### src/rtl/vic_pkg.sv
package vic_pkg;
  // Byte offsets of the register map; the bank stride is one word.
  localparam int OFF_VECTOR = 'h00;
  localparam int OFF_PROT   = 'h08;
  localparam int OFF_TRIG   = 'h0C;
  localparam int OFF_PEND   = 'h10;
  localparam int OFF_FIQ    = 'h20;
  localparam int OFF_ENABLE = 'h40;
  localparam int OFF_MASK   = 'h50;

  // Word indices derived from the byte offsets.
  localparam int W_VECTOR = OFF_VECTOR / 4;
  localparam int W_PROT   = OFF_PROT / 4;
  localparam int W_TRIG   = OFF_TRIG / 4;
  localparam int W_PEND   = OFF_PEND / 4;
  localparam int W_FIQ    = OFF_FIQ / 4;
  localparam int W_ENABLE = OFF_ENABLE / 4;
  localparam int W_MASK   = OFF_MASK / 4;

  typedef enum logic [1:0] {
    TRIG_LOW  = 2'd0,
    TRIG_HIGH = 2'd1,
    TRIG_FALL = 2'd2,
    TRIG_RISE = 2'd3
  } trig_e;
endpackage

### src/rtl/vic_sync.sv
module vic_sync #(
  parameter int W      = 96,
  parameter int STAGES = 2
) (
  input  logic         clk,
  input  logic         rst_n,
  input  logic [W-1:0] d,
  output logic [W-1:0] q
);
  logic [W-1:0] stg [STAGES];

  always_ff @(posedge clk or negedge rst_n) begin
    if (!rst_n) begin
      for (int i = 0; i < STAGES; i++) stg[i] <= '0;
    end else begin
      stg[0] <= d;
      for (int i = 1; i < STAGES; i++) stg[i] <= stg[i-1];
    end
  end

  assign q = stg[STAGES-1];
endmodule

### src/rtl/vic_pending.sv
module vic_pending
  import vic_pkg::*;
#(
  parameter int NSRC = 96
) (
  input  logic            clk,
  input  logic            rst_n,
  input  logic [NSRC-1:0] src_s,
  input  trig_e           trig,
  input  logic            nmi_ack,
  output logic [NSRC-1:0] pend_q
);
  logic nmi_prev;
  logic nmi_hit;

  always_comb begin
    unique case (trig)
      TRIG_LOW:  nmi_hit = !src_s[0];
      TRIG_HIGH: nmi_hit = src_s[0];
      TRIG_FALL: nmi_hit = nmi_prev && !src_s[0];
      default:   nmi_hit = !nmi_prev && src_s[0];
    endcase
  end

  always_ff @(posedge clk or negedge rst_n) begin
    if (!rst_n) begin
      pend_q   <= '0;
      nmi_prev <= 1'b0;
    end else begin
      pend_q[NSRC-1:1] <= src_s[NSRC-1:1];
      pend_q[0]        <= nmi_hit || (pend_q[0] && !nmi_ack);
      nmi_prev         <= src_s[0];
    end
  end


  nmi_latch_hold_chk: assert property (@(posedge clk) disable iff (!rst_n)
    (pend_q[0] && !nmi_ack) |=> pend_q[0])
    else $error("source 0 pending dropped without acknowledge");
endmodule

### src/rtl/vic_bank_enc.sv
module vic_bank_enc #(
  parameter int W = 32,
  localparam int IW = (W > 1) ? $clog2(W) : 1
) (
  input  logic [W-1:0]  act,
  output logic          any,
  output logic [IW-1:0] idx
);
  always_comb begin
    any = |act;
    idx = '0;
    for (int i = W - 1; i >= 0; i--) begin
      if (act[i]) idx = IW'(i);
    end
  end
endmodule

### src/rtl/vic_prio.sv
module vic_prio #(
  parameter int NUM_BANKS = 3,
  parameter int BANK_W    = 32,
  localparam int NSRC     = NUM_BANKS * BANK_W,
  localparam int IDX_W    = $clog2(NSRC),
  localparam int BIDX_W   = (BANK_W > 1) ? $clog2(BANK_W) : 1
) (
  input  logic             clk,
  input  logic             rst_n,
  input  logic [NSRC-1:0]  act,
  output logic             any,
  output logic [IDX_W-1:0] idx
);
  logic [NUM_BANKS-1:0] bank_any;
  logic [BIDX_W-1:0]    bank_idx [NUM_BANKS];

  for (genvar b = 0; b < NUM_BANKS; b++) begin : g_bank
    vic_bank_enc #(.W(BANK_W)) i_enc (
      .act (act[b*BANK_W +: BANK_W]),
      .any (bank_any[b]),
      .idx (bank_idx[b])
    );
  end

  always_comb begin
    any = |bank_any;
    idx = '0;
    for (int b = NUM_BANKS - 1; b >= 0; b--) begin
      if (bank_any[b]) idx = IDX_W'(b * BANK_W) + IDX_W'(bank_idx[b]);
    end
  end


  prio_hit_chk: assert property (@(posedge clk) disable iff (!rst_n)
    any |-> act[idx])
    else $error("winning index is not an active source");


  prio_idle_chk: assert property (@(posedge clk) disable iff (!rst_n)
    !any |-> (idx == '0))
    else $error("index nonzero with no active source");
endmodule

### src/rtl/vic_regblock.sv
module vic_regblock
  import vic_pkg::*;
#(
  parameter int NUM_BANKS   = 3,
  parameter int BANK_W      = 32,
  parameter int SYNC_STAGES = 2,
  parameter int ADDR_W      = 8,
  parameter int DATA_W      = 32,
  localparam int NSRC       = NUM_BANKS * BANK_W,
  localparam int IDX_W      = $clog2(NSRC),
  localparam int WORD_W     = ADDR_W - 2
) (
  input  logic              clk,
  input  logic              rst_n,
  input  logic [NSRC-1:0]   src_i,
  input  logic              req_valid,
  output logic              req_ready,
  input  logic              req_write,
  input  logic [ADDR_W-1:0] req_addr,
  input  logic [DATA_W-1:0] req_wdata,
  output logic              rsp_valid,
  output logic [DATA_W-1:0] rsp_rdata,
  output logic              irq_o
);
  logic [WORD_W-1:0] word;
  logic              wr, rd;
  logic              unused_addr_lsb;
  logic [NSRC-1:0]   src_s, pend_q, en_q, msk_q, active;
  logic              prot_q;
  trig_e             trig_q;
  logic              nmi_ack;
  logic              prio_any;
  logic [IDX_W-1:0]  prio_idx;
  logic [DATA_W-1:0] rd_data;

  assign req_ready       = 1'b1;
  assign word            = req_addr[ADDR_W-1:2];
  assign unused_addr_lsb = ^req_addr[1:0];
  assign wr              = req_valid && req_write;
  assign rd              = req_valid && !req_write;
  assign nmi_ack         = wr && (int'(word) == W_PEND) && req_wdata[0];

  vic_sync #(.W(NSRC), .STAGES(SYNC_STAGES)) i_sync (
    .clk (clk), .rst_n (rst_n), .d (src_i), .q (src_s)
  );

  vic_pending #(.NSRC(NSRC)) i_pending (
    .clk (clk), .rst_n (rst_n), .src_s (src_s), .trig (trig_q),
    .nmi_ack (nmi_ack), .pend_q (pend_q)
  );

  assign active = pend_q & en_q & ~msk_q;

  vic_prio #(.NUM_BANKS(NUM_BANKS), .BANK_W(BANK_W)) i_prio (
    .clk (clk), .rst_n (rst_n), .act (active), .any (prio_any), .idx (prio_idx)
  );

  assign irq_o = prio_any;

  // Stored control state
  always_ff @(posedge clk or negedge rst_n) begin
    if (!rst_n) begin
      en_q   <= '0;
      msk_q  <= '0;
      prot_q <= 1'b0;
      trig_q <= TRIG_LOW;
    end else if (wr) begin
      if (int'(word) == W_PROT) prot_q <= req_wdata[0];
      if (int'(word) == W_TRIG) trig_q <= trig_e'(req_wdata[1:0]);
      for (int b = 0; b < NUM_BANKS; b++) begin
        if (int'(word) == W_ENABLE + b) en_q[b*BANK_W +: BANK_W]  <= req_wdata[BANK_W-1:0];
        if (int'(word) == W_MASK + b)   msk_q[b*BANK_W +: BANK_W] <= req_wdata[BANK_W-1:0];
      end
    end
  end

  // Read multiplexer
  always_comb begin
    rd_data = '0;
    if (int'(word) == W_VECTOR) begin
      rd_data[IDX_W+1:0] = {prio_idx, 2'b00};
    end else if (int'(word) == W_PROT) begin
      rd_data[0] = prot_q;
    end else if (int'(word) == W_TRIG) begin
      rd_data[1:0] = trig_q;
    end else begin
      for (int b = 0; b < NUM_BANKS; b++) begin
        if (int'(word) == W_PEND + b)   rd_data[BANK_W-1:0] = pend_q[b*BANK_W +: BANK_W];
        if (int'(word) == W_ENABLE + b) rd_data[BANK_W-1:0] = en_q[b*BANK_W +: BANK_W];
        if (int'(word) == W_MASK + b)   rd_data[BANK_W-1:0] = msk_q[b*BANK_W +: BANK_W];
      end
    end
  end

  // Response stage
  always_ff @(posedge clk or negedge rst_n) begin
    if (!rst_n) begin
      rsp_valid <= 1'b0;
      rsp_rdata <= '0;
    end else begin
      rsp_valid <= rd;
      if (rd) rsp_rdata <= rd_data;
    end
  end


  rsp_after_read_chk: assert property (@(posedge clk) disable iff (!rst_n)
    rsp_valid |-> $past(req_valid && !req_write))
    else $error("response without a read request");


  winner_gated_chk: assert property (@(posedge clk) disable iff (!rst_n)
    prio_any |-> (en_q[prio_idx] && !msk_q[prio_idx] && pend_q[prio_idx]))
    else $error("winning source is not enabled, unmasked and pending");


  prot_upper_zero_chk: assert property (@(posedge clk) disable iff (!rst_n)
    (rsp_valid && $past(int'(word) == W_PROT)) |-> (rsp_rdata[DATA_W-1:1] == '0))
    else $error("protection word upper bits nonzero");
endmodule

### config.mk
export PLATFORM = sky130hd
export DESIGN_NAME = vic_regblock
export DESIGN_NICKNAME = d
export VERILOG_FILES = /design/src/rtl/vic_pkg.sv /design/src/rtl/vic_sync.sv /design/src/rtl/vic_pending.sv /design/src/rtl/vic_bank_enc.sv /design/src/rtl/vic_prio.sv /design/src/rtl/vic_regblock.sv
export SDC_FILE = /design/constraint.sdc
export NUM_CORES = 1
export LEC_CHECK = 0
export BUFFER_PORTS_ARGS = -buffer_cell sky130_fd_sc_hd__buf_2
export CAP_MARGIN = 20
export CORE_AREA = 2 2 258 260
export DETAILED_ROUTE_END_ITERATION = 8
export DIE_AREA = 0 0 260 262
export PLACE_DENSITY = 0.45
export SLEW_MARGIN = 20
export SYNTH_ARGS = -nofsm -noshare
export SYNTH_HDL_FRONTEND = slang
export SYNTH_SLANG_ARGS = --single-unit
### constraint.sdc
create_clock -name clk -period 4.7 [get_ports clk]
set_input_delay 0.47 -clock clk [delete_from_list [all_inputs] [get_ports clk]]
set_output_delay 0.47 -clock clk [all_outputs]
set_load 0.03 [all_outputs]
## Word-level counts from Yosys, hierarchy flattened

Index checks and enable logic that the tools add are counted.

- Bits in registers: 517
- Input port bits: 140
- Output and inout port bits: 35
- Logic and storage cells: 173

- $add $sub $neg: 2
- Equality and inequality tests: 13
- Multiplexer cells: 115
- Bitwise logic cells: 3
- Reductions and logical operators: 26

Operators with widths:

| cell | number |
|---|---|
| two-way mux 5 bit | 96 |
| two-way mux 32 bit | 9 |
| AND 96 bit | 2 |
| inverter 96 bit | 1 |
| OR reduction 32 bit | 3 |
| OR reduction 96 bit | 1 |
| == test 6 bit, second input constant | 6 |
| two-way mux 31 bit | 1 |
| two-way mux 30 bit | 1 |
| two-way mux 23 bit | 1 |
| two-way mux 7 bit | 3 |
| == test 6 x 4 -> 1 bit, second input constant | 3 |
| AND reduction 2 bit | 8 |
| == test 6 x 3 -> 1 bit, second input constant | 2 |
| two-way mux 9 bit | 1 |
| adder 6 x 5 -> 7 bit, first input constant | 1 |
| adder 7 x 5 -> 7 bit, first input constant | 1 |
| logical AND 1 bit | 7 |
| zero test 6 bit | 1 |
| zero test 1 bit | 4 |
| one-hot mux 1 bit (3 select lines) | 1 |
| == test 2 x 1 -> 1 bit, second input constant | 1 |
| == test 2 bit, second input constant | 1 |
| zero test 2 bit | 1 |
| 3 further kinds | 3 |

## Logic depth before layout (Yosys ltp)

- Depth in word-level cells: 39
- Depth in mapped cells: 9
- Mapped depth without buffers: 7

## Hierarchy

Synthesis repeated with hierarchy kept, for this count alone.

- Cells, all modules: 1838
- Area total of the unflattened synthesis: 21291.7 um2

Modules (own cells, without submodules):

| module | times used | cells an instance | area an instance (um2) | sequential area each (um2) |
|---|---|---|---|---|
| vic_regblock | 1 | 1228 | 11991.5 | 5705.5 |
| vic_sync | 1 | 288 | 5525.3 | 4804.6 |
| vic_pending | 1 | 102 | 2461.1 | 2427.3 |
| vic_bank_enc | 3 | 65 | 385.4 | 0.0 |
| vic_prio | 1 | 25 | 157.7 | 0.0 |

## Worst setup path before layout

OpenSTA, ideal clock, no wires.

- Path type: flip-flop to output port
- Start: register en_q[61]
- End: output irq_o
- Arrival time: 1735 ps
- Data required time: 4230 ps
- Slack: 2495 ps
- Stages on the path, launching flop included: 7
- Buffers on the path: 0
- Cell sequence: dfrtp_1 and3b_1 nor4_2 nor4b_4 nand3_1 nor2_1 nand4_1

- Longest elaborated chain between the ends: 3

RTL lines:

| item | line | source |
|---|---|---|
| from (decl) | vic_regblock.sv:28 | `logic [NSRC-1:0] src_s, pend_q, en_q, msk_q, active;` |
| AND 96 bit (2 in a row) | vic_regblock.sv:52 | `assign active = pend_q & en_q & ~msk_q;` |
| OR reduction 96 bit | vic_prio.sv:26 | `any = \|bank_any;` |
| to (decl) | vic_regblock.sv:23 | `output logic irq_o` |

Every way passes these cells.

## Worst setup path after layout

- Start: register i_pending.pend_q[36]
- End: output irq_o

- Longest elaborated chain between the ends: 3

RTL lines:

| item | line | source |
|---|---|---|
| from (decl) | vic_pending.sv:11 | `output logic [NSRC-1:0] pend_q` |
| from (signal, indexed assignment) | vic_pending.sv:30 | `pend_q[NSRC-1:1] <= src_s[NSRC-1:1];` |
| AND 96 bit (2 in a row) | vic_regblock.sv:52 |  |
| OR reduction 96 bit | vic_prio.sv:26 |  |

Every way passes these cells.

==> impl_metrics.tcl <==
set metrics [dict create \
    max_stage_delay_ns 0.56 \
    dp_hpwl_mm 39.05 \
    crit_path_top_delay_cell "nor4_1" \
    p_per_area_nw_per_um2 438.0 \
    drt_iter0_markers 984 \
    fin_total_pwr_uw 10730 \
    synthArstFlopShare 1.000 \
    synth_seq_cells 517 \
    io_buffers 171 \
    min_period_ns 3.598 \
    critical_path_class "flop to output port" \
    ys_types 75 \
    syn_to_final_growth_pct 26.15 \
    rows 94 \
    ys.warnings.count 0 \
    grt-ovfl-total 0 \
    hp-class "primary input to flop" \
    postRouteAntennaNets 0 \
    cts_resized 0 \
    drive_gt1_frac 0.3062 \
    die_w_um 260 \
    finalHoldViolCount 0 \
    die_area_um2 68120 \
    path_clk_slew_ns 0.06 \
    run_status "complete, no violations" \
    start_kind "flop" \
    multi_input_area_um2 6251 \
    finalCritPeriodShare 0.7655 \
    routed-via-count 12970 \
    path_max_fanout 4 \
    finClkSkew_ns 0.01832 \
    drv_cap 0 \
    grt_start_max_net_pins 128 \
    synth_area_um2 19420 \
    cts-buffers-inserted 58 \
    htreeDepth 2 \
    regArea_um2 12940 \
    clk_path_buf_depth 3 \
    syn_nets 1509 \
    critical_path_required_ns 4.23 \
    cts_hold_buf 97 \
    drv_slew 0 \
    cellLeakagePower_uw 0.01134 \
    netlist_instances 1369 \
    crit_chain "nand3b_1, o21ai_0, nor4_1, nand3_1, nor2_1, nand4_1, buf_2" \
    root_buffer "clkbuf_16" \
    cts_tree "built" \
    synth-edff-count 0 \
    top_level_ports 175 \
    grt_use_total 0.1736 \
    globalplace.congestion 0.8718 \
    grt_pass1_wl_mm 87.42 \
    finalSetupTns_ns 0 \
    rsz0062_at_grt "false" \
    clock_latency_ns 0.62 \
    dr.max_layer_used "met5" \
    layout.nets 1808 \
    synth.yosys.seq_area_share 0.6662 \
    viasPerCell 5.021 \
    wl_met3_mm 3.293 \
    ir_worst_vdd_v 0.0002589 \
    routed_wl_mm 58.85 \
    wl_per_cell_um 22.78 \
    first_pass_iters 6 \
    worst_setup_path_end_kind "output port" \
    setup_viol 0 \
    cts.sinks 517 \
    worstPathArrival_ns 3.13 \
    drc_errors 0 \
    wl_met1_mm 25.70 \
    die_y_um 262 \
    core-area_um2 65280 \
    fill_cells 6288 \
    worstRegToRegCells 7 \
    start_util 0.2975 \
    holdPathStages 2 \
    fmax_ghz 0.2779 \
    avgSynthCellArea_um2 14.18 \
    antenna_found_initial 5 \
    synth_ff_type "dfrtp_1" \
    wl_met2_mm 28.55 \
    relSlewSlack 0.3352 \
    worst_pin_slew_ns 0.9948 \
    grt_pass1_vias 13410 \
    postCtsSetupRepairBufs 0 \
]
==> report_power, final <==
| part | internal (uW) | switching [uW] |
|---|---|---|
| Sequential | 4730 | 183 |
| Clock | 3070 | 1850 |
| Combinational | 394 | 501 |
==> area by class of cell <==
class	count	area share
Clock buffer	77	0.06543
Tap cell	864	0.04413
Timing Repair Buffer	295	0.08478
Sequential cell	517	0.5281
Inverter	7	0.001073
Antenna cell	1	0.0001022
Multi-Input combinational cell	789	0.2552
Clock inverter	33	0.02120
==> state kept, by name, summed over array words and instances, names as in the netlist, 2 cells and up <==
| signal | flops |
|---|---|
| en_q | 96 |
| i_pending.pend_q | 96 |
| i_sync.q | 96 |
| i_sync.stg | 96 |
| msk_q | 96 |
| rsp_rdata | 32 |
| trig_q | 2 |
==> critical path: cells and delay by family, from the launching register on <==
family                 cells  cell delay (ns)
AOI/OAI and AO/OA          1             0.21
buffers and inverters      1             0.31
DFF                        1             0.41
and+or+nand+nor            5             1.58
==> layout by cell type, fill, tap and decap left out, types with 5 or more instances in the layout <==
| cell | Yosys | layout |
|---|---|---|
| nand3_1 | 42 | 42 |
| o21ai_0 | 24 | 24 |
| a22oi_1 | 72 | 72 |
| and3b_1 | 32 | 32 |
| a31oi_1 | 9 | 9 |
| clkinv_2 | 0 | 8 |
| clkbuf_1 | 24 | 11 |
| o21ai_1 | 14 | 14 |
| dfrtp_1 | 517 | 517 |
| nor2b_1 | 5 | 5 |
| o211ai_1 | 15 | 15 |
| nor3_1 | 6 | 5 |
| nand2b_1 | 8 | 8 |
| dlygate4sd3_1 | 0 | 97 |
| bufinv_16 | 0 | 12 |
| clkbuf_16 | 0 | 58 |
| clkbuf_8 | 1 | 8 |
| nor2_1 | 31 | 27 |
| buf_2 | 17 | 170 |
| buf_4 | 2 | 24 |
| nand3b_1 | 75 | 75 |
| a211oi_1 | 5 | 5 |
| a222oi_1 | 28 | 28 |
| nand4_1 | 21 | 21 |
| nor4_1 | 7 | 7 |
| nand2_1 | 79 | 76 |
| inv_1 | 7 | 7 |
| mux2_2 | 192 | 192 |
| a221oi_1 | 27 | 27 |
| a21oi_1 | 14 | 14 |
==> Yosys cell counts (4+ instances only) <==
master	count	area, um^2
a221oi_1	27	236.5
nor4_1	7	43.79
nand2b_1	8	50.05
and3b_1	32	280.3
clkbuf_1	24	90.09
nor2_1	31	116.4
o22ai_1	4	25.02
nor3_1	6	30.03
buf_2	17	85.08
inv_1	7	26.28
dfrtp_1	517	12940
a21boi_0	4	30.03
nor2b_1	5	31.28
o211ai_1	15	112.6
o21ai_0	24	120.1
nand4_1	21	131.4
a31oi_1	9	56.30
a21oi_1	14	70.07
nand3_1	42	210.2
o31ai_1	4	30.03
a222oi_1	28	280.3
o21ai_1	14	70.07
mux2_2	192	2162
buf_1	12	45.04
a211oi_1	5	37.54
a22oi_1	72	540.5
nand2_1	79	296.5
nand3b_1	75	563.0
==> logic make-up after synthesis <==
logic type | count (synthesis) | synth area share
AOI/OAI and AO/OA | 249 | 0.09672
xor gates and xnor gates | 2 | 0.0009022
buffers and inverters | 63 | 0.01418
DFF | 517 | 0.6662
muxes | 195 | 0.1131
other | 1 | 0.0001931
and+or+nand+nor | 342 | 0.1087
==> per-layer routing <==
layer  vias up  GRT usage
met1      6748     0.2320
met2       393     0.2898
li1       5730          -
met4         8    0.05013
met3        90    0.03009
met5         -          0
==> through the flow <==
| step | utilization | instances | hold slack, ns | setup WS, ns | cell area [um^2] |
|---|---|---|---|---|---|
| finish | 0.3753 | 2583 | 0.1577 | 1.102 | 24500 |
| global route | 0.3753 | 2582 | 0.1523 | 1.019 | 24490 |
| CTS | 0.3753 | 2582 | 0.1258 | 1.113 | 24490 |
| detailed placement | 0.3279 | 2375 | 0.3347 | 1.569 | 21400 |
| global placement | 0.3279 | 2375 | 0.3357 | 1.564 | 21400 |
| floorplan | - | 1369 | 0.1744 | 2.495 | 19420 |
==> worst paths after layout <==
check                                      from                   to  slack, ns
max                        i_pending.pend_q[36]                irq_o       1.10
min                               req_wdata[28]             en_q[28]       0.16
max reg2reg                i_pending.pend_q[36]         rsp_rdata[4]       1.89
min reg2reg                     i_sync.stg[167]         i_sync.q[71]       0.34
max in group asynchronous                 rst_n      i_sync.stg[139]       3.06
min in group asynchronous                 rst_n  i_pending.pend_q[8]       0.45
No activity file was read; power rests on OpenSTA's default activity.
